===== src/rtl/trc_pkg.sv =====
package trc_pkg;

    localparam int ID_W   = 12;
    localparam int CTRL_W = 40;

    // Decoded view of the control word; bit positions fixed by software
    typedef struct packed {
        logic            dst_on;
        logic [ID_W-1:0] dst_id;
        logic            src_on;
        logic [ID_W-1:0] src_id;
        logic            wrap;
        logic            en;
    } trc_ctrl_t;

    function automatic trc_ctrl_t decode_ctrl(input logic [CTRL_W-1:0] w);
        trc_ctrl_t c;
        c.dst_on = w[39];
        c.dst_id = w[35:24];
        c.src_on = w[23];
        c.src_id = w[19:8];
        c.wrap   = w[1];
        c.en     = w[0];
        return c;
    endfunction

    // Identifier filter: passes when disabled, else needs equality
    function automatic logic id_pass(input logic on, input logic [ID_W-1:0] want,
                                     input logic [ID_W-1:0] got);
        return !on || (want == got);
    endfunction

endpackage


===== src/rtl/trc_filter.sv =====
module trc_filter
    import trc_pkg::*;
(
    input  trc_ctrl_t       ctrl,
    input  logic            msg_valid,
    input  logic [ID_W-1:0] msg_src,
    input  logic [ID_W-1:0] msg_dst,
    output logic            hit
);

    logic dst_ok;
    logic src_ok;

    always_comb begin
        dst_ok = id_pass(ctrl.dst_on, ctrl.dst_id, msg_dst);
        src_ok = id_pass(ctrl.src_on, ctrl.src_id, msg_src);
        hit    = msg_valid && ctrl.en && dst_ok && src_ok;
    end

endmodule


===== src/rtl/trc_addr_seq.sv =====
module trc_addr_seq #(
    parameter int ADDR_W = 16
) (
    input  logic              clk,
    input  logic              rst,
    input  logic              arm,
    input  logic              hit,
    input  logic              wrap,
    input  logic [ADDR_W-1:0] base,
    input  logic [ADDR_W-1:0] limit,
    output logic              accept,
    output logic [ADDR_W-1:0] slot_addr,
    output logic              full_q
);

    logic [ADDR_W-1:0] ptr_q;
    logic              eff_full;
    logic              at_limit;

    always_comb begin
        slot_addr = arm ? base : ptr_q;
        eff_full  = arm ? 1'b0 : full_q;
        accept    = hit && !eff_full;
        at_limit  = (slot_addr == limit);
    end

    always_ff @(posedge clk) begin
        if (rst) begin
            ptr_q  <= '0;
            full_q <= 1'b0;
        end else if (accept) begin
            full_q <= 1'b0;
            if (at_limit) begin
                if (wrap) begin
                    ptr_q <= base;
                end else begin
                    ptr_q  <= slot_addr;
                    full_q <= 1'b1;
                end
            end else begin
                ptr_q <= slot_addr + 1'b1;
            end
        end else if (arm) begin
            ptr_q  <= base;
            full_q <= 1'b0;
        end
    end

    assert_step_R6: assert property (@(posedge clk) disable iff (rst)
        (accept && !at_limit) |=> (ptr_q == ADDR_W'($past(slot_addr) + 1'b1)));

    assert_wrap_R7: assert property (@(posedge clk) disable iff (rst)
        (accept && at_limit && wrap) |=> (ptr_q == $past(base) && !full_q));

    assert_stop_R8: assert property (@(posedge clk) disable iff (rst)
        (accept && at_limit && !wrap) |=> full_q);

    assert_rearm_R9: assert property (@(posedge clk) disable iff (rst)
        (arm && !accept) |=> (ptr_q == $past(base) && !full_q));

endmodule


===== src/rtl/trc_recorder.sv =====
module trc_recorder
    import trc_pkg::*;
#(
    parameter int ADDR_W = 16,
    parameter int DATA_W = 32
) (
    input  logic              clk,
    input  logic              rst,
    input  logic [39:0]       cfg_ctrl,
    input  logic [ADDR_W-1:0] cfg_base,
    input  logic [ADDR_W-1:0] cfg_limit,
    input  logic              msg_valid,
    input  logic [11:0]       msg_src,
    input  logic [11:0]       msg_dst,
    input  logic [DATA_W-1:0] msg_data,
    output logic              wr_valid,
    output logic [ADDR_W-1:0] wr_addr,
    output logic [DATA_W-1:0] wr_data,
    output logic              trace_full
);

    trc_ctrl_t         ctrl;
    logic              en_q;
    logic              arm;
    logic              hit;
    logic              accept;
    logic [ADDR_W-1:0] slot_addr;

    always_comb begin
        ctrl = decode_ctrl(cfg_ctrl);
        arm  = ctrl.en && !en_q;
    end

    always_ff @(posedge clk) begin
        if (rst) en_q <= 1'b0;
        else     en_q <= ctrl.en;
    end

    trc_filter u_filter (
        .ctrl      (ctrl),
        .msg_valid (msg_valid),
        .msg_src   (msg_src),
        .msg_dst   (msg_dst),
        .hit       (hit)
    );

    trc_addr_seq #(.ADDR_W(ADDR_W)) u_seq (
        .clk       (clk),
        .rst       (rst),
        .arm       (arm),
        .hit       (hit),
        .wrap      (ctrl.wrap),
        .base      (cfg_base),
        .limit     (cfg_limit),
        .accept    (accept),
        .slot_addr (slot_addr),
        .full_q    (trace_full)
    );

    always_ff @(posedge clk) begin
        if (rst) begin
            wr_valid <= 1'b0;
            wr_addr  <= '0;
            wr_data  <= '0;
        end else begin
            wr_valid <= accept;
            if (accept) begin
                wr_addr <= slot_addr;
                wr_data <= msg_data;
            end
        end
    end

    assert_off_R2: assert property (@(posedge clk) disable iff (rst)
        !ctrl.en |=> !wr_valid);

    assert_dst_R3: assert property (@(posedge clk) disable iff (rst)
        (accept && ctrl.dst_on) |-> (msg_dst == ctrl.dst_id));

    assert_src_R4: assert property (@(posedge clk) disable iff (rst)
        (accept && ctrl.src_on) |-> (msg_src == ctrl.src_id));

    assert_drop_R8: assert property (@(posedge clk) disable iff (rst)
        (trace_full && !arm) |=> !wr_valid);

    assert_fullwrite_R8: assert property (@(posedge clk) disable iff (rst)
        $rose(trace_full) |-> wr_valid);

endmodule


===== config.mk =====
export PLATFORM = sky130hd
export DESIGN_NAME = trc_recorder
export DESIGN_NICKNAME = d
export VERILOG_FILES = /design/src/rtl/trc_pkg.sv /design/src/rtl/trc_filter.sv /design/src/rtl/trc_addr_seq.sv /design/src/rtl/trc_recorder.sv
export SDC_FILE = /design/constraint.sdc
export NUM_CORES = 1
export LEC_CHECK = 0
export ABC_AREA = 1
export BUFFER_PORTS_ARGS = -buffer_cell sky130_fd_sc_hd__buf_2
export CORE_MARGIN = 2
export CORE_UTILIZATION = 43
export CTS_CLUSTER_SIZE = 20
export DETAILED_ROUTE_END_ITERATION = 7
export PLACE_DENSITY = 0.77
export SYNTH_ARGS = -nofsm -noshare
export SYNTH_HDL_FRONTEND = slang
export SYNTH_SLANG_ARGS = --single-unit

===== constraint.sdc =====
create_clock -name clk -period 2 [get_ports clk]
set_clock_uncertainty 0.15 [all_clocks]
set_input_delay 0 -clock clk [delete_from_list [all_inputs] [get_ports clk]]
set_output_delay 0 -clock clk [all_outputs]
set_load 0.01 [all_outputs]

==> run metrics <==
number of cell rows 35; via count of the first global-routing pass 4939; flops & latches, synth 67; drt via density 4.95; status complete, but fails checks; fin crit share 1.05; Bufs on Longest Clock Path 2; DRC 0; top cells by area, synth dfxtp_1, nand2_1, nand3_1; Crit path required time 2.14 ns; I/O Pins 181; CP Max Fanout 8; pwr dens 528 nW/um^2; hold slack 0.0334 ns; antenna diode count 0; filler cell count 706; Commonest cells post-synth nand2_1, dfxtp_1, nand3_1; Routed WL 14.9 mm; DR iter-0 viols 312; violated checks negative setup slack; min cycle time layout 2.10 ns; asr flop ratio synth 0; Clk Latency, worst-skew pair 0.35 ns; Max Clk Rate 477 MHz; Layout area overhead 64.1%; CTS Buf Count 9; Worst Slack Setup Final -0.0981 ns; final hold viol count 0; initial antenna violation count 0; clk slew on worst S/H paths 0.08 ns; Root Buffer clkbuf_8; Synth Warn # 0; pin count of the biggest net entering global routing 46; drt pass-1 iters 5; HPWL Detailed 9.33 mm; CTS tree built; worst-margin pin slew 0.453 ns; Worst Path Buf+Inv 4; synth unique cells 29; kind of critical path reg -> reg; Syn Nets 778; CTS H-tree lvls 3; Synth top area share 0.329; Starting Density 0.441; cells after synthesis 646; GRT overflow 0; Die Wd 101 um; clk sinks 67; final number of setup-violating endpoints 16; Worst setup SP type flip-flop; total power 3.53 mW; Seq/Total Area, Yosys 0.329; Tot GR Track Use 0.274; final slew viol count 0; die height 101 um; most common cell in the synthesized netlist nand2_1; EDFF count, synth 0; unrepaired setup endpoints after global routing yes; Cell Area, Synth 4080 sq um; Final ANT Viol Nets 0; worst vdd ir 547 uV; cell taking the most area after synthesis dfxtp_1; CP Capture Type flip-flop; max cap viols 0; first-pass GRT wire length 22.7 mm; die area 10300 sq um; layout cells sized above 1 0.407; Hold Crit Class in -> reg; static leakage 3.27 nW; Mapped Avg Cell Area 6.31 sq um; crit path max-delay cell type dfxtp_2; PortBufs 168; CP top delay family simple AND/OR/NAND/NOR gates; Critical Path Max Stage Delay 0.37 ns; Synth Flop Type dfxtp_1; CP Cell Sequence clkinv_4, nand2_8, buf_12, nand2_8, nand3_2, nand2_2, nor2_4, nand2_2, nor2_4, buf_12, nand2_8, buf_6, nand2_2, nand3_2, a21oi_2; WL per Instance 14.2 um; Final nets 1046; CP arrival 2.24 ns; Via Count 5192; relative slew slack 0.698; GPL Wtd Cong 0.963; Core ar. 9240 sq um
-- flip-flops by register name, summed over array words and instances (netlist names) --
| register | count |
|---|---|
| en_q | 1 |
| u_seq.full_q | 1 |
| u_seq.ptr_q | 16 |
| wr_addr | 16 |
| wr_data | 32 |
| wr_valid | 1 |
-- report_power, final --
part / leakage [nW] / internal [mW] / switching (mW)
clock: 0.100 / 0.578 / 0.554
combinational: 2.62 / 0.471 / 0.522
sequential: 0.545 / 1.38 / 0.0262
-- per-layer routing --
layer	wire length, um	global-route usage
met4	416	0.0946
met5	0	0
met2	7270	0.470
met3	1010	0.0607
met1	6210	0.341
-- metrics by stage --
step	instance area [sq um]	std cells	setup WS [ns]	util	TNS, ns
after floorplan	4080	646	0.0793	-	0
after global placement	5390	967	-0.132	0.583	-1.35
after detailed placement	5390	967	-0.185	0.583	-2.09
after CTS	6320	1044	-0.0321	0.684	-0.0670
after global routing	6690	1048	-0.189	0.724	-2.60
final	6690	1048	-0.0981	0.724	-0.653
-- final timing paths --
path                      from         endpoint  slack (ns)  depth (start not counted)
setup / recovery          en_q   u_seq.ptr_q[3]        -0.1                         15
hold / removal    cfg_base[11]  u_seq.ptr_q[11]        0.03                          7
hold reg to reg    wr_data[23]      wr_data[23]        0.31                          2
setup reg to reg          en_q   u_seq.ptr_q[3]        -0.1                         15
-- timing repair --
item / in CTS / in global routing
hold buffers: 47 / 0
setup buffers: 10 / 3
pin swaps: 13 / 29
resized for setup: 33 / 89
endpoints found under the setup margin: 17 / 21
hold endpoints to repair: 45 / 0
cloned: 4 / 1
-- tightest hold or removal path: cells and delay by family --
| family | cells | cell delay, ns |
|---|---|---|
| compound gates | 2 | 0.11 |
| buf+inv | 2 | 0.16 |
| simple gates | 3 | 0.21 |
-- cell type report --
type	instances	area, sq um	area share
Clock buffer	10	128	0.0191
Clock inverter	6	66.3	0.00991
Timing Repair inverter	1	6.26	0.000935
Multi-Input combinational cell	497	2820	0.422
Tap cell	129	161	0.0241
Inverter	58	230	0.0344
Sequential cell	67	1340	0.201
Timing Repair Buffer	280	1930	0.289
-- cells by family after synthesis --
kind of cell	after synthesis	share of synthesized area
compound gates	98	0.127
simple gates	370	0.400
buf+inv	86	0.0896
flops	67	0.329
fa+ha+maj	1	0.00307
xor+xnor	24	0.0516
-- layout by cell type, fill, tap and decap left out, types with 3 or more instances in the layout --
| master | instances |
|---|---|
| clkinv_4 | 4 |
| buf_4 | 49 |
| buf_2 | 168 |
| nor2_4 | 14 |
| nand2_1 | 194 |
| inv_1 | 52 |
| nand4_1 | 5 |
| nand3_1 | 47 |
| xor2_1 | 4 |
| nand2_4 | 16 |
| a21oi_1 | 54 |
| inv_2 | 4 |
| xnor2_1 | 20 |
| o21ai_0 | 32 |
| dfxtp_1 | 66 |
| nor2_2 | 6 |
| nand2_2 | 41 |
| dlygate4sd3_1 | 47 |
| buf_6 | 7 |
| nand3_2 | 22 |
| buf_12 | 8 |
| nor2_1 | 17 |
| a21oi_2 | 8 |
| clkbuf_8 | 9 |
| nand2_8 | 3 |
Note: power is estimated with default switching activity, not from simulation.
